<file path="src/rtl/rheo_pkg.sv">
package rheo_pkg;
  localparam int FRAME_BITS = 16;
  localparam int DATA_W     = 10;
  localparam int CMD_W      = 4;
  localparam int SLOT_W     = 6;
  localparam int CTRL_W     = 4;
  localparam logic [FRAME_BITS-1:0] HIZ_KEY = 16'h8001;

  // Control word bit positions
  localparam int CB_PROG_EN  = 0;
  localparam int CB_WIPER_EN = 1;
  localparam int CB_CAL_OFF  = 2;
  localparam int CB_STORE_OK = 3;

  typedef enum logic [CMD_W-1:0] {
    CMD_NOP      = 4'd0,
    CMD_WR_WIPER = 4'd1,
    CMD_RD_WIPER = 4'd2,
    CMD_STORE    = 4'd3,
    CMD_RESTORE  = 4'd4,
    CMD_RD_SLOT  = 4'd5,
    CMD_RD_LAST  = 4'd6,
    CMD_WR_CTRL  = 4'd7,
    CMD_RD_CTRL  = 4'd8,
    CMD_SHDN     = 4'd9
  } cmd_e;

  typedef enum logic [1:0] {
    NV_NONE    = 2'd0,
    NV_STORE   = 2'd1,
    NV_RESTORE = 2'd2,
    NV_READ    = 2'd3
  } nv_op_e;

  typedef struct packed {
    logic [1:0]        pad;
    logic [CMD_W-1:0]  cmd;
    logic [DATA_W-1:0] data;
  } frame_t;

  // Keeps the upper res_bits wiper bits, clears the rest
  function automatic logic [DATA_W-1:0] res_mask(input int res_bits);
    logic [DATA_W-1:0] m;
    for (int i = 0; i < DATA_W; i++) m[i] = (i >= DATA_W - res_bits);
    return m;
  endfunction
endpackage

</file>
<file path="src/rtl/rheo_spi_sync.sv">
module rheo_spi_sync #(
  parameter int STAGES = 2
) (
  input  logic clk,
  input  logic rst_n,
  input  logic sclk_in,
  input  logic csn_in,
  input  logic din_in,
  output logic sclk_rise,
  output logic sclk_fall,
  output logic cs_fall,
  output logic cs_rise,
  output logic cs_low,
  output logic din_s
);
  logic [STAGES-1:0] sclk_p, csn_p, din_p;
  logic sclk_d, csn_d;
  logic sclk_s, csn_s;

  assign sclk_s = sclk_p[STAGES-1];
  assign csn_s  = csn_p[STAGES-1];
  assign din_s  = din_p[STAGES-1];

  generate
    if (STAGES == 1) begin : g_one
      always_ff @(posedge clk or negedge rst_n) begin
        if (!rst_n) begin
          sclk_p <= '0; csn_p <= '1; din_p <= '0;
        end else begin
          sclk_p <= sclk_in; csn_p <= csn_in; din_p <= din_in;
        end
      end
    end else begin : g_chain
      always_ff @(posedge clk or negedge rst_n) begin
        if (!rst_n) begin
          sclk_p <= '0; csn_p <= '1; din_p <= '0;
        end else begin
          sclk_p <= {sclk_p[STAGES-2:0], sclk_in};
          csn_p  <= {csn_p[STAGES-2:0], csn_in};
          din_p  <= {din_p[STAGES-2:0], din_in};
        end
      end
    end
  endgenerate

  always_ff @(posedge clk or negedge rst_n) begin
    if (!rst_n) begin
      sclk_d <= 1'b0;
      csn_d  <= 1'b1;
    end else begin
      sclk_d <= sclk_s;
      csn_d  <= csn_s;
    end
  end

  assign sclk_rise = sclk_s & ~sclk_d;
  assign sclk_fall = ~sclk_s & sclk_d;
  assign cs_fall   = ~csn_s & csn_d;
  assign cs_rise   = csn_s & ~csn_d;
  assign cs_low    = ~csn_s;
endmodule

</file>
<file path="src/rtl/rheo_frame_shifter.sv">
module rheo_frame_shifter
  import rheo_pkg::*;
(
  input  logic                  clk,
  input  logic                  rst_n,
  input  logic                  sclk_rise,
  input  logic                  sclk_fall,
  input  logic                  cs_fall,
  input  logic                  cs_rise,
  input  logic                  cs_low,
  input  logic                  din_s,
  input  logic [FRAME_BITS-1:0] load_word,
  output logic [FRAME_BITS-1:0] word,
  output logic                  word_valid,
  output logic                  sdo_bit
);
  localparam int CNT_W = $clog2(FRAME_BITS);
  localparam logic [CNT_W-1:0] CNT_LAST = CNT_W'(FRAME_BITS - 1);

  logic [FRAME_BITS-1:0] sr_q;
  logic [CNT_W-1:0]      cnt_q;
  logic                  seen_q;
  logic                  sdo_q;
  logic                  valid_q;
  logic                  shift_ev;
  logic                  drive_ev;

  assign shift_ev = cs_low & sclk_fall;
  assign drive_ev = cs_low & sclk_rise;

  always_ff @(posedge clk or negedge rst_n) begin
    if (!rst_n) begin
      sr_q   <= '0;
      cnt_q  <= '0;
      seen_q <= 1'b0;
    end else if (cs_fall) begin
      sr_q   <= load_word;
      cnt_q  <= '0;
      seen_q <= 1'b0;
    end else if (shift_ev) begin
      sr_q   <= {sr_q[FRAME_BITS-2:0], din_s};
      cnt_q  <= (cnt_q == CNT_LAST) ? '0 : cnt_q + 1'b1;
      seen_q <= 1'b1;
    end
  end

  always_ff @(posedge clk or negedge rst_n) begin
    if (!rst_n)        sdo_q <= 1'b0;
    else if (drive_ev) sdo_q <= sr_q[FRAME_BITS-1];
  end

  always_ff @(posedge clk or negedge rst_n) begin
    if (!rst_n) valid_q <= 1'b0;
    else        valid_q <= cs_rise & seen_q & (cnt_q == '0);
  end

  assign word       = sr_q;
  assign word_valid = valid_q;
  assign sdo_bit    = sdo_q;

  AST_SDO_ON_RISE: assert property (@(posedge clk) disable iff (!rst_n)
    !$stable(sdo_q) |-> $past(drive_ev));
  AST_WORD_ALIGNED: assert property (@(posedge clk) disable iff (!rst_n)
    word_valid |-> $past(cnt_q == '0 && seen_q));
endmodule

</file>
<file path="src/rtl/rheo_cmd_core.sv">
module rheo_cmd_core
  import rheo_pkg::*;
#(
  parameter int RES_BITS = DATA_W
) (
  input  logic                  clk,
  input  logic                  rst_n,
  input  logic                  word_valid,
  input  logic                  frame_start,
  input  logic [FRAME_BITS-1:0] word,
  input  logic                  nv_busy_i,
  input  logic                  nv_done_i,
  input  logic                  nv_ok_i,
  input  logic [DATA_W-1:0]     nv_rdata_i,
  input  logic [SLOT_W-1:0]     nv_last_i,
  output logic [DATA_W-1:0]     wiper_o,
  output logic [CTRL_W-1:0]     ctrl_o,
  output logic                  shutdown_o,
  output logic                  hiz_o,
  output logic [FRAME_BITS-1:0] resp_o,
  output logic                  nv_req_o,
  output nv_op_e                nv_op_o,
  output logic [SLOT_W-1:0]     nv_slot_o,
  output logic [DATA_W-1:0]     nv_wdata_o
);
  localparam logic [DATA_W-1:0] MASK = res_mask(RES_BITS);
  localparam logic [DATA_W-1:0] MID  = (DATA_W'(1) << (DATA_W - 1)) & MASK;

  frame_t fr;
  cmd_e   cmd;
  assign fr  = frame_t'(word);
  assign cmd = cmd_e'(fr.cmd);

  logic [DATA_W-1:0]     wiper_q;
  logic [CTRL_W-1:0]     ctrl_q;
  logic                  sd_q;
  logic                  arm_q, hiz_q;
  logic [FRAME_BITS-1:0] resp_q;
  logic                  nv_req_q, nv_wait_q;
  nv_op_e                pend_op_q;
  logic [SLOT_W-1:0]     slot_q;
  logic [DATA_W-1:0]     wdata_q;

  // Named events for the assertions
  logic lock, cmd_exec, special_word, is_nop;
  logic wr_wiper_ok, store_go, restore_go, slot_go, nv_go;
  logic nv_fin, restore_done, store_done, read_done;
  logic is_read;
  logic [FRAME_BITS-1:0] read_val;

  assign lock         = nv_busy_i | nv_wait_q;
  assign cmd_exec     = word_valid & ~lock;
  assign special_word = (word == HIZ_KEY);
  assign is_nop       = (cmd == CMD_NOP) & ~special_word;
  assign wr_wiper_ok  = cmd_exec & (cmd == CMD_WR_WIPER) & ctrl_q[CB_WIPER_EN];
  assign store_go     = cmd_exec & (cmd == CMD_STORE) & ctrl_q[CB_PROG_EN];
  assign restore_go   = cmd_exec & (cmd == CMD_RESTORE);
  assign slot_go      = cmd_exec & (cmd == CMD_RD_SLOT);
  assign nv_go        = store_go | restore_go | slot_go;
  assign nv_fin       = nv_done_i & nv_wait_q;
  assign restore_done = nv_fin & (pend_op_q == NV_RESTORE);
  assign store_done   = nv_fin & (pend_op_q == NV_STORE);
  assign read_done    = nv_fin & (pend_op_q == NV_READ);

  always_comb begin
    is_read  = 1'b1;
    read_val = '0;
    case (cmd)
      CMD_RD_WIPER: read_val = FRAME_BITS'(wiper_q);
      CMD_RD_LAST:  read_val = FRAME_BITS'(nv_last_i);
      CMD_RD_CTRL:  read_val = FRAME_BITS'(ctrl_q);
      default:      is_read  = 1'b0;
    endcase
  end

  // Wiper position
  always_ff @(posedge clk or negedge rst_n) begin
    if (!rst_n)            wiper_q <= MID;
    else if (restore_done) wiper_q <= nv_rdata_i & MASK;
    else if (wr_wiper_ok)  wiper_q <= fr.data & MASK;
  end

  // Control word: bits 2:0 written by command, bit 3 by store result
  always_ff @(posedge clk or negedge rst_n) begin
    if (!rst_n) ctrl_q <= '0;
    else begin
      if (cmd_exec && cmd == CMD_WR_CTRL) ctrl_q[CB_CAL_OFF:CB_PROG_EN] <= fr.data[2:0];
      if (store_done) ctrl_q[CB_STORE_OK] <= nv_ok_i;
    end
  end

  // Shutdown flag
  always_ff @(posedge clk or negedge rst_n) begin
    if (!rst_n) sd_q <= 1'b0;
    else if (cmd_exec && cmd == CMD_SHDN) sd_q <= fr.data[0];
    else if (restore_go) sd_q <= 1'b0;
  end

  // Output release sequence
  always_ff @(posedge clk or negedge rst_n) begin
    if (!rst_n) begin
      arm_q <= 1'b0;
      hiz_q <= 1'b0;
    end else if (cmd_exec) begin
      arm_q <= special_word;
      if (arm_q && is_nop)                hiz_q <= 1'b1;
      else if (!is_nop && !special_word)  hiz_q <= 1'b0;
    end
  end

  // Deferred read response, consumed by the next frame
  always_ff @(posedge clk or negedge rst_n) begin
    if (!rst_n)                   resp_q <= '0;
    else if (read_done)           resp_q <= FRAME_BITS'(nv_rdata_i & MASK);
    else if (cmd_exec && is_read) resp_q <= read_val;
    else if (frame_start)         resp_q <= '0;
  end

  // Memory controller handshake
  always_ff @(posedge clk or negedge rst_n) begin
    if (!rst_n) begin
      nv_req_q  <= 1'b0;
      nv_wait_q <= 1'b0;
      pend_op_q <= NV_NONE;
      slot_q    <= '0;
      wdata_q   <= '0;
    end else begin
      nv_req_q <= nv_go;
      if (nv_go) begin
        nv_wait_q <= 1'b1;
        pend_op_q <= store_go ? NV_STORE : (restore_go ? NV_RESTORE : NV_READ);
        slot_q    <= fr.data[SLOT_W-1:0];
        wdata_q   <= wiper_q;
      end else if (nv_fin) begin
        nv_wait_q <= 1'b0;
      end
    end
  end

  assign wiper_o    = wiper_q;
  assign ctrl_o     = ctrl_q;
  assign shutdown_o = sd_q;
  assign hiz_o      = hiz_q;
  assign resp_o     = resp_q;
  assign nv_req_o   = nv_req_q;
  assign nv_op_o    = pend_op_q;
  assign nv_slot_o  = slot_q;
  assign nv_wdata_o = wdata_q;

  AST_WIPER_GUARD: assert property (@(posedge clk) disable iff (!rst_n)
    !$stable(wiper_q) |-> $past(wr_wiper_ok || restore_done));
  AST_STORE_ENABLED: assert property (@(posedge clk) disable iff (!rst_n)
    (nv_req_q && pend_op_q == NV_STORE) |-> ctrl_q[CB_PROG_EN]);
  AST_LOCK_NO_REQ: assert property (@(posedge clk) disable iff (!rst_n)
    nv_busy_i |=> !nv_req_q);
  AST_SHDN_BY_CMD: assert property (@(posedge clk) disable iff (!rst_n)
    $rose(sd_q) |-> $past(cmd_exec));
  AST_OK_BIT_RO: assert property (@(posedge clk) disable iff (!rst_n)
    !$stable(ctrl_q[CB_STORE_OK]) |-> $past(nv_fin));
  AST_LOW_BITS_ZERO: assert property (@(posedge clk) disable iff (!rst_n)
    (wiper_q & ~MASK) == '0);
endmodule

</file>
<file path="src/rtl/rheo_spi_frontend.sv">
module rheo_spi_frontend
  import rheo_pkg::*;
#(
  parameter int RES_BITS    = 10,
  parameter int SYNC_STAGES = 2
) (
  input  logic        clk,
  input  logic        rst_n,
  input  logic        sclk_i,
  input  logic        csn_i,
  input  logic        din_i,
  output logic        sdo_o,
  output logic        sdo_drv_n_o,
  output logic [9:0]  wiper_o,
  output logic        shutdown_o,
  output logic        cal_off_o,
  output logic        nv_req_o,
  output logic [1:0]  nv_op_o,
  output logic [5:0]  nv_slot_o,
  output logic [9:0]  nv_wdata_o,
  input  logic        nv_busy_i,
  input  logic        nv_done_i,
  input  logic        nv_ok_i,
  input  logic [9:0]  nv_rdata_i,
  input  logic [5:0]  nv_last_i
);
  logic sclk_rise, sclk_fall, cs_fall, cs_rise, cs_low, din_s;
  logic [FRAME_BITS-1:0] word, resp;
  logic word_valid, sdo_bit, hiz;
  logic [CTRL_W-1:0] ctrl;
  nv_op_e nv_op;

  rheo_spi_sync #(.STAGES(SYNC_STAGES)) u_sync (
    .clk(clk), .rst_n(rst_n), .sclk_in(sclk_i), .csn_in(csn_i), .din_in(din_i),
    .sclk_rise(sclk_rise), .sclk_fall(sclk_fall), .cs_fall(cs_fall),
    .cs_rise(cs_rise), .cs_low(cs_low), .din_s(din_s)
  );

  rheo_frame_shifter u_shift (
    .clk(clk), .rst_n(rst_n), .sclk_rise(sclk_rise), .sclk_fall(sclk_fall),
    .cs_fall(cs_fall), .cs_rise(cs_rise), .cs_low(cs_low), .din_s(din_s),
    .load_word(resp), .word(word), .word_valid(word_valid), .sdo_bit(sdo_bit)
  );

  rheo_cmd_core #(.RES_BITS(RES_BITS)) u_core (
    .clk(clk), .rst_n(rst_n), .word_valid(word_valid), .frame_start(cs_fall),
    .word(word), .nv_busy_i(nv_busy_i), .nv_done_i(nv_done_i), .nv_ok_i(nv_ok_i),
    .nv_rdata_i(nv_rdata_i), .nv_last_i(nv_last_i), .wiper_o(wiper_o),
    .ctrl_o(ctrl), .shutdown_o(shutdown_o), .hiz_o(hiz), .resp_o(resp),
    .nv_req_o(nv_req_o), .nv_op_o(nv_op), .nv_slot_o(nv_slot_o),
    .nv_wdata_o(nv_wdata_o)
  );

  assign sdo_o       = sdo_bit;
  assign sdo_drv_n_o = ~(cs_low & ~hiz);
  assign cal_off_o   = ctrl[CB_CAL_OFF];
  assign nv_op_o     = nv_op;

  AST_RELEASE_NO_DRIVE: assert property (@(posedge clk) disable iff (!rst_n)
    hiz |-> sdo_drv_n_o);
endmodule

</file>
<file path="config.mk">
export PLATFORM = sky130hd
export DESIGN_NAME = rheo_spi_frontend
export DESIGN_NICKNAME = d
export VERILOG_FILES = /design/src/rtl/rheo_pkg.sv /design/src/rtl/rheo_spi_sync.sv /design/src/rtl/rheo_frame_shifter.sv /design/src/rtl/rheo_cmd_core.sv /design/src/rtl/rheo_spi_frontend.sv
export SDC_FILE = /design/constraint.sdc
export NUM_CORES = 1
export LEC_CHECK = 0
export BUFFER_PORTS_ARGS = -buffer_cell sky130_fd_sc_hd__buf_4
export CAP_MARGIN = 15
export CORE_MARGIN = 2
export CORE_UTILIZATION = 50
export CTS_CLUSTER_SIZE = 28
export DETAILED_ROUTE_END_ITERATION = 6
export GPL_ROUTABILITY_DRIVEN = 1
export PLACE_DENSITY = 0.75
export SKIP_LAST_GASP = 1
export SLEW_MARGIN = 0
export SYNTH_ARGS = -nofsm -noshare
export SYNTH_HDL_FRONTEND = slang
export SYNTH_SLANG_ARGS = --single-unit
</file>
<file path="constraint.sdc">
create_clock -name clk -period 1.75 [get_ports clk]
set_input_delay 0 -clock clk [delete_from_list [all_inputs] [get_ports clk]]
set_output_delay 0 -clock clk [all_outputs]
set_load 0.01 [all_outputs]
</file>
Word level (Yosys, flattened, before mapping)
Cells that the tools add are included.

operators by class
  $add $sub $neg = 1
  equal/unequal tests = 14
  mux-type cells = 22
  bitwise gates (word level) = 32
  reductions and logical operators = 17

operator list
  cell                  number
  $mux 16               5
  $pmux 10 s3           1
  $and 1x1->1           21
  $mux 10               2
  $eq 16x16->1 const B  1
  $eq 4x3->1 const B    4
  $eq 4x4->1 const B    3
  $mux 4                3
  $mux 1                10
  $reduce_bool 2->1     5
  $eq 4x2->1 const B    2
  $logic_not 4->1       2
  $not 1->1             8
  $logic_and 1x1->1     5
  $add 4x1->4 const B   1
  $eq 2x2->1 const B    2
  $eq 4x1->1 const B    1
  $or 1x1->1            3
  $reduce_bool 3->1     1
  $reduce_or 3->1       1
  $eq 2x1->1 const B    1
  $logic_not 1->1       2
  $mux 2                1
  $reduce_and 2->1      1

storage, ports and cells
  flip-flop bits (word level) = 84
  output and inout bits = 33
  word-level logic and storage cells = 108

Depth between registers and ports, before layout
Gate-level depths: netlist of run 1.

  depth after elaboration = 8
  mapped depth = 6
  depth with buffers taken out = 4

By module
From an unflattened synthesis of run 1, not the netlist that was laid out.

unflattened totals
  cell total of the unflattened synthesis = 307
  area total of the unflattened synthesis = 3545.9 um2

modules (own cells, without submodules)
  module              instances  cells each  area an instance (um2)  seq. area each (um2)
  rheo_cmd_core       1          190         2227.1                  1177.4
  rheo_frame_shifter  1          103         1074.8                  575.6
  rheo_spi_sync       1          13          237.7                   203.9
  rheo_spi_frontend   1          1           6.3                     0.0

Worst setup path before layout of run 1
OpenSTA, ideal clock, no wires.

  path type = register to register
  start point = register u_core.nv_wait_q
  end point = register u_core.wdata_q[2], in the netlist u_core.nv_wdata_o[2]
  arrival = 1468 ps
  required time = 1625 ps
  setup slack = 157 ps
  cell stages (with the launch flop) = 7
  path buffers = 2
  clock period less this slack = 1593 ps
  cell sequence = dfrtp_1 -> nor3b_2 -> and2b_4 -> and2_1 -> buf_6 -> buf_8 -> mux2_4

between the ends
  longest elaborated chain between the ends = 7
  elaborated cells on any way between the ends = 9
  those cells by class = bitwise: 9

ends and longest elaborated chain
  element                    RTL line              source
  start: declaration         rheo_cmd_core.sv:39   logic nv_req_q, nv_wait_q;
  start signal: assignment   rheo_cmd_core.sv:123  nv_wait_q <= 1'b0;
  start signal: assignment   rheo_cmd_core.sv:130  nv_wait_q <= 1'b1;
  start signal: assignment   rheo_cmd_core.sv:135  nv_wait_q <= 1'b0;
  $or 1x1->1 (*)             rheo_cmd_core.sv:51   assign lock = nv_busy_i | nv_wait_q;
  $not 1->1 (*)              rheo_cmd_core.sv:52   assign cmd_exec = word_valid & ~lock;
  $and 1x1->1 (*)            rheo_cmd_core.sv:52
  $and 1x1->1 (2 in series)  rheo_cmd_core.sv:56   assign store_go = cmd_exec & (cmd == CMD_STORE) & ctrl_q[CB_PROG_EN];
  $or 1x1->1                 rheo_cmd_core.sv:59   assign nv_go = store_go | restore_go | slot_go;
  $or 1x1->1 (*)             rheo_cmd_core.sv:59
  net u_core.nv_go           rheo_cmd_core.sv:46   logic wr_wiper_ok, store_go, restore_go, slot_go, nv_go;
  end signal: assignment     rheo_cmd_core.sv:133  wdata_q <= wiper_q;
  end: declaration           rheo_cmd_core.sv:42   logic [DATA_W-1:0] wdata_q;

Mark *: on every way through the listed nets, which the timed path passes. The rest lies on a longest branch.
A chain may end at the register's enable or synchronous reset.

Worst setup path after layout of run 1
  start point = register u_shift.sr_q[12], in the netlist u_shift.word[12]
  end point = register u_core.resp_q[0], in the netlist u_core.resp_o[0]

between the ends
  longest elaborated chain between the ends = 6
  elaborated cells on any way between the ends = 10
  those cells by class = eq/ne: 3; mux: 4; reduce/logical: 3

ends and longest elaborated chain
  element                                   RTL line                  source
  start: declaration                        rheo_frame_shifter.sv:20  logic [FRAME_BITS-1:0] sr_q;
  start signal: assignment                  rheo_frame_shifter.sv:37  sr_q <= load_word;
  start signal: assignment                  rheo_frame_shifter.sv:41  sr_q <= {sr_q[FRAME_BITS-2:0], din_s};
  $eq 4x2->1, or another cell as far along  rheo_cmd_core.sv:68       case (cmd)
  $reduce_or 3->1 (no line)                 n/a
  $mux 1                                    rheo_cmd_core.sv:68
  $logic_and 1x1->1                         rheo_cmd_core.sv:115      else if (cmd_exec && is_read) resp_q <= read_val;
  $mux 16                                   rheo_cmd_core.sv:115
  $mux 16                                   rheo_cmd_core.sv:114      else if (read_done) resp_q <= FRAME_BITS'(nv_rdata_i & MASK);
  end signal: assignment                    rheo_cmd_core.sv:114
  end signal: assignment                    rheo_cmd_core.sv:115
  end: declaration                          rheo_cmd_core.sv:38       logic [FRAME_BITS-1:0] resp_q;

Several ways; a longest one is shown, not always the timed one.

==> results of run 1 <==
## how the worst min path moves through the flow
stage | to | slack [ns] | depth (start not counted)
global route | u_core.resp_o[4] | 0.06 | 4
finish | u_core.resp_o[4] | 0.04 | 4
CTS | u_core.resp_o[4] | 0.02 | 4
global placement | u_core.wiper_o[7] | 0.009 | 1
floorplan | u_core.arm_q | -0.30 | 0
detailed placement | u_core.nv_slot_o[5] | 0.02 | 1
## final cells by class
class / instances / area (um^2) / area share, %
clock buffer: 11 / 141.4 / 3.187
clock inverter: 5 / 33.78 / 0.7614
inverter: 17 / 63.81 / 1.438
multi-input combinational: 164 / 1333 / 30.03
sequential: 78 / 1957 / 44.11
tap: 80 / 100.1 / 2.256
timing repair buffer: 99 / 808.3 / 18.22
## cell families after synthesis
group | after synthesis | share of synthesized area [%]
flip-flops | 78 | 56.52
buffers and inverters | 34 | 4.987
adder cells (fa/ha/maj) | 2 | 0.7227
AO/OA/AOI/OAI | 62 | 14.13
multiplexers | 39 | 12.94
AND/OR/NAND/NOR | 61 | 10.70
## timing repair
item	CTS	global route
hold endpoints to repair	65	0
hold buffers	16	0
resized for setup	0	0
## where the power goes
part / internal [W] / switching, W / total [W] / leakage, nW
clock network: 0.000554 / 0.000667 / 0.00122 / 0.0857
registers: 0.00184 / 0.0000265 / 0.00187 / 1.06
logic: 0.000113 / 0.000106 / 0.000220 / 1.17
## layout by cell type, fill, tap and decap left out, types with 3 or more instances in the layout
| master | count |
|---|---|
| nand2_1 | 16 |
| nand3_1 | 6 |
| buf_4 | 81 |
| mux2_1 | 16 |
| a21oi_1 | 4 |
| nor2b_1 | 4 |
| o21ai_1 | 11 |
| dfstp_2 | 4 |
| dfrtp_1 | 74 |
| mux2i_1 | 14 |
| a22o_1 | 12 |
| a21o_1 | 5 |
| nor4b_1 | 3 |
| a221o_1 | 6 |
| nor4_1 | 3 |
| nor2_1 | 12 |
| inv_1 | 16 |
| a22oi_1 | 4 |
| dlygate4sd3_1 | 16 |
| mux2_4 | 7 |
| a222oi_1 | 10 |
| clkbuf_8 | 10 |
## state kept, by name, indices dropped and copies added, names as in the netlist, 2 cells and up
signal and flops:
u_shift.word 16, u_core.resp_o 10, u_sync.din_p 2, u_sync.sclk_p 2
u_shift.cnt_q 4, u_core.wiper_o 10, u_core.nv_op_o 2, u_core.nv_wdata_o 10
u_core.nv_slot_o 6, u_sync.csn_p 2, u_core.ctrl_o 4
## per-layer routing
layer | wire (um) | GRT usage [%] | share of wire [%]
met3 | 580 | 7.488 | 7.4
met1 | 3567 | 32.01 | 45
met2 | 3617 | 32.82 | 46
met5 | 0 | 0 | 0
met4 | 114 | 7.692 | 1.4
## Yosys cell counts (all sizes together) (2+ instances only)
| cell type | number | area, um^2 |
|---|---|---|
| dfrtp | 74 | 1852 |
| mux2 | 25 | 307.8 |
| inv | 17 | 63.81 |
| nand2 | 16 | 60.06 |
| mux2i | 14 | 140.1 |
| o21ai | 13 | 65.06 |
| a22o | 12 | 105.1 |
| nor2 | 12 | 45.04 |
| a222oi | 10 | 100.1 |
| buf | 9 | 78.81 |
| clkbuf | 8 | 30.03 |
| a221o | 6 | 60.06 |
| nand3 | 6 | 30.03 |
| a21o | 5 | 37.54 |
| nor3b | 5 | 58.80 |
| nor4b | 5 | 56.31 |
| a21oi | 4 | 20.02 |
| a22oi | 4 | 30.03 |
| dfstp | 4 | 105.1 |
| nor2b | 4 | 25.02 |
| nor4 | 3 | 18.77 |
| and2b | 2 | 17.52 |
| ha | 2 | 25.02 |
| nand4 | 2 | 12.51 |
## worst max-delay path: cells and delay by family, from the launching register on
family | cells | cell delay (ns)
buffers and inverters | 1 | 0.15
AOI/OAI and AO/OA | 2 | 0.42
DFF | 1 | 0.51
and+or+nand+nor | 2 | 0.47
## per-stage QoR
step | cells | utilization (%)
CTS | 454 | 65.67
finish | 454 | 65.67
detailed placement | 422 | 60.70
global route | 454 | 65.67
floorplan | 276 | -
global placement | 422 | 60.70
==> results.md, run 1 <==
* Status: finished, final reports clean
* Pre-antenna DRT Iters at 6
* Clock Skew at 0.008336 ns
* Die span in x at 87.21 um
* Htree depth at 3
* Number of port buffers at 56
* WL per Instance at 17.35 um
* Power Total at 0.003306 W
* Core Region at 6756 um^2
* Avg Synthesized Cell Area at 12.54 um^2
* Worst-path maximum fanout at 10
* Reg2reg path depth at 5
* Pleak at 2.312 nW
* Setup WS post-layout at 0.07870 ns
* GP Congestion at 0.8818
* Max IR drop VDD at 0.0004989 V
* Worst Tran Pin Value at 0.5202 ns
* Share of post-route cells with drive strength above 1 at 32.09%
* Setup TNS at 0 ns
* Critical path class: reg2reg
* Crit path launch type: flip-flop
* Die H at 87.21 um
* Initial Utilization at 51.24%
* Pins Over Slew Limit at 0
* Die area at 7606 um^2
* RR Startpoint: u_shift.word[12]
* Seq/Total Area, Yosys at 56.52%
* Antenna viol nets, final at 0
* Clk sinks at 78
* Nets at 395
* CP endpoint: u_core.resp_o[0]
* Finish-stage setup viols at 0
* Gate count after technology mapping at 276
* Vias at 2592
* CP arrival at 1.91 ns
* Synth Warn # at 0
* Critical-path top delay cell: dfrtp_1
* First-pass GRT wire length at 12930 um
* Finished Cell Area at 4437 um^2
* Drt initial violations at 184
* R2R Setup Slk at 0.08 ns
* Number of global-route vias before repair at 2571
* Post-DP Area at 4101 um^2
* Critical R2R Capture: u_core.resp_o[0]
* Root Buffer: clkbuf_8
* Final wirelength at 7878 um
* Asr flop ratio synth at 100.0%
* Netlist Area Pre-Place at 3462 um^2
* Grt total ovfl at 0
* Worst Path Required at 1.98 ns
* FILL cells at 532
* Residual DRC at 0
* Final worst path period share at 95.50%
* Post-synth top flop: dfrtp_1
* Worst-path cell chain: nor3b_1, o211ai_2, nor3b_4, buf_12, a221o_1
* Post-Place Setup Slack at 0.08838 ns
* Minimum clock period at 1.671 ns
* CTS tree: done
* CP Capture Type: flip-flop
* Yosys reg bits at 78
* Largest net degree at the start of global routing at 43
* Post-CTS setup buffers at 0
* Syn-to-layout area delta at 28.15%
* Via/cell ratio at 5.709
* Core Rows at 30
* Min-delay src: nv_last_i[4]
* Distinct cells, synth at 49
* P per Cell Area at 745.2 nW/um^2
* Clock-pin slew on the worst setup and hold paths at 0.08 ns
* Post-synth EDFFs at 0
* Hold Vio Cnt, Final at 0
* Worst relative slew slack at 65.32%
* Clk Latency, worst-skew pair at 0.35 ns
* Final hold slack at 0.03534 ns
* Post-DP HPWL at 5592 um
* N_diodes at 0
* Worst min path class: in2reg
* RSZ-0062 raised after global routing: no
* Ports at 57
* Fmax at 598.3 MHz
* Total GRT Usage at 22.57%
* Synthesized net count at 302
* Crit. Startpoint: u_shift.word[12]
* Antenna violations before repair at 0
* Deepest clock path buffer count at 2
* TritonCTS Buffers at 9
* Slowest stage delay, CP at 0.51 ns
* # Max-Cap Violations at 0
No activity file was read; power rests on OpenSTA's default activity.
==> run 2: changes to the inputs <==
--- a/config.mk
+++ b/config.mk
@@ -5,14 +5,14 @@
 export SDC_FILE = /design/constraint.sdc
 export NUM_CORES = 1
 export LEC_CHECK = 0
-export BUFFER_PORTS_ARGS = -buffer_cell sky130_fd_sc_hd__buf_4
 export CAP_MARGIN = 15
 export CORE_MARGIN = 2
 export CORE_UTILIZATION = 50
 export CTS_CLUSTER_SIZE = 28
 export DETAILED_ROUTE_END_ITERATION = 6
+export DONT_BUFFER_PORTS = 1
 export GPL_ROUTABILITY_DRIVEN = 1
-export PLACE_DENSITY = 0.75
+export GPL_TIMING_DRIVEN = 0
 export SKIP_LAST_GASP = 1
 export SLEW_MARGIN = 0
 export SYNTH_ARGS = -nofsm -noshare
==> run 2 against run 1 <==
  * The flow now finishes with violations (negative hold slack)
  * Clock power up 32%
  * Die area unchanged
  * Combinational power shrank 40%
  * Worst setup slack better by 0.0090 ns
  * Count of clock-buffer cells in the layout increased by 1
  * Final area is 8.2% lower
  * Hold slack worse by 0.69 ns
  * Global-route usage decreased by 0.90 points
  * First-iteration DRC count is 9.2% lower
  * Non-clock buffer count down 58
  * Fmax is 0.54% higher
  * Clock skew increased by 0.0015 ns
==> results.md, run 2 (synthesized netlist as in run 1, its figures left out) <==
* Post-DP HPWL at 5163 um (-7.7%)
* Buf/Inv on CP at 2 (+1)
* Pins Over Slew Limit at 0 (unchanged)
* Worst Tran Pin Value at 0.4888 ns (-0.03148 ns)
* # Max-Cap Violations at 0 (unchanged)
* N_diodes at 0 (unchanged)
* Ports at 57 (unchanged)
* Setup TNS at 0 ns (unchanged)
* Final wirelength at 7751 um (-1.6%)
* Critical path class: reg2reg
* Total GRT Usage at 21.67% (-0.90 points)
* TritonCTS Buffers at 9 (unchanged)
* Core Region at 6756 um^2 (unchanged)
* FILL cells at 526 (-1.1%)
* Pre-antenna DRT Iters at 6 (unchanged)
* Htree depth at 3 (unchanged)
* Share of post-route cells with drive strength above 1 at 18.04% (-14 points)
* Vias at 2320 (-10%)
* Antenna violations before repair at 0 (unchanged)
* Logic pwr share at 3.6% (-3.0 points)
* Final worst path period share at 94.99% (-0.51 points)
* GP Congestion at 0.7682 (-13%)
* Root Buffer: clkbuf_8
* Crit path launch type: flip-flop
* Critical-path top delay cell: dfrtp_2
* Drt initial violations at 167 (-9.2%)
* Clock Skew at 0.009843 ns (+0.001507 ns)
* Core Rows at 30 (unchanged)
* CTS tree: done
* Number of global-route vias before repair at 2323 (-9.6%)
* Finish-stage setup viols at 0 (unchanged)
* Die H at 87.21 um (unchanged)
* Status: finished, violations left
* Clk Latency, worst-skew pair at 0.34 ns (about the same)
* Fmax at 601.6 MHz (+0.54%)
* Hold Vio Cnt, Final at 78 (+78)
* RR Startpoint: u_core.nv_wait_q
* Layout Utilization at 60.28% (-5.4 points)
* Worst-path maximum fanout at 10 (unchanged)
* RSZ-0062 raised after global routing: no
* CP arrival at 1.89 ns (-0.02 ns)
* Syn-to-layout area delta at 17.64%
* Slowest stage delay, CP at 0.42 ns (-0.09 ns)
* Worst Path Required at 1.98 ns (about the same)
* Commonest non-fill, non-tap cell in the layout: dfrtp_1
* CP delay by family, top: simple AND/OR/NAND/NOR gates
* Hold bufs inserted after CTS at 17 (+1)
* WL per Instance at 19.57 um (+13%)
* Largest net degree at the start of global routing at 79 (+84%)
* CP Capture Type: flip-flop
* P per Cell Area at 886.2 nW/um^2 (+19%)
* Initial Utilization at 51.24% (unchanged)
* Max FFs per register at 16 (unchanged)
* Minimum clock period at 1.662 ns (-0.008995 ns)
* Nets at 337 (-15%)
* Final hold slack at -0.6560 ns (-0.6913 ns)
* Number of port buffers at 0 (-100%)
* Antenna viol nets, final at 0 (unchanged)
* First-pass GRT wire length at 12320 um (-4.7%)
* Clock-pin slew on the worst setup and hold paths at 0.08 ns (about the same)
* Failing checks: negative hold slack
* Internal power at 0.002893 W (+15%)
* Grt total ovfl at 0 (unchanged)
* Clk sinks at 78 (unchanged)
* Die span in x at 87.21 um (unchanged)
* Clock share of power at 44.7% (+7.8 points)
* Deepest clock path buffer count at 2 (unchanged)
* Crit. Startpoint: u_core.nv_wait_q
* Via/cell ratio at 5.859 (+2.6%)
* Sequential power share at 51.7% (-4.7 points)
* Die area at 7606 um^2 (unchanged)
* Worst-path cell chain: nor3b_4, and2b_4, and2_1, buf_6, buf_8, mux2_4
* Most frequent cells in the layout: dfrtp_1, dlygate4sd3_1, inv_1, mux2_1, nand2_1
* R2R Setup Slk at 0.09 ns (about the same)
* Residual DRC at 0 (unchanged)
* Worst relative slew slack at 67.42% (+2.1 points)
* Worst min path class: in2async
* Pleak at 2.031 nW (-12%)
* Sw frac at 19.84% (-4.3 points)
* Sw power at 0.0007159 W (-10%)
* Max IR drop VDD at 0.0005280 V (+5.8%)
-- run 2: repair_timing --
action                                 in CTS  in global routing
setup endpoints to repair                   7                 36
endpoints found under the hold margin     103                 78
buffers inserted                            2                  6
pin swaps                                   0                  1
gates resized for setup                     0                  8
-- run 2: routing by layer --
metal / part of all wire, % / track usage (%) / vias up
met1: 47 / 31.40 / 1154
met5: 0 / 0 / -
met4: 1.1 / 6.294 / 0
met3: 6.8 / 7.488 / 8
li1: - / - / 1089
met2: 46 / 31.02 / 69
-- run 2: power groups by stage --
stage / combinational (W) / clock [W] / sequential [W]
floorplan: 0.0000691 / 0 / 0.00189
global placement: 0.0000853 / 0 / 0.00190
detailed placement: 0.0000866 / 0 / 0.00190
CTS: 0.000121 / 0.00166 / 0.00187
global route: 0.000143 / 0.00172 / 0.00187
finish: 0.000131 / 0.00161 / 0.00187
-- run 2: final timing paths --
kind,depth (start not counted),end
hold reg to reg,0,u_sync.din_p[1]
hold / removal,0,u_core.nv_req_o
max in group asynchronous,0,u_sync.csn_d
min in group clk,3,u_core.ctrl_o[3]
setup reg to reg,6,u_core.nv_wdata_o[7]
setup / recovery,6,u_core.nv_wdata_o[7]
-- run 2: cell type report --
type | count | area, um^2 | share of cell area (%)
clock buffers | 12 | 145.1 | 3.564
well taps | 80 | 100.1 | 2.458
inverters | 17 | 63.81 | 1.567
plain buffers | 16 | 111.4 | 2.734
clock inverters | 4 | 95.09 | 2.335
repair buffers | 25 | 255.2 | 6.267
multi-input cells | 164 | 1344 | 33.00
flip-flops and latches | 78 | 1958 | 48.08
-- run 2: metrics by stage --
| step | setup WS [ns] | hold slack [ns] | std cells | area (um^2) | power (W) |
|---|---|---|---|---|---|
| 5_1_grt | 0.002433 | -0.6906 | 396 | 4073 | 0.003738 |
| 2_1_floorplan | 0.1570 | -0.2956 | 276 | 3462 | 0.001961 |
| 3_3_place_gp | -0.02024 | -0.2941 | 356 | 3562 | 0.001986 |
| 6_report | 0.08769 | -0.6560 | 396 | 4073 | 0.003609 |
| 4_1_cts | 0.002343 | -0.6734 | 391 | 4000 | 0.003644 |
| 3_5_place_dp | -0.01786 | -0.2940 | 356 | 3562 | 0.001988 |
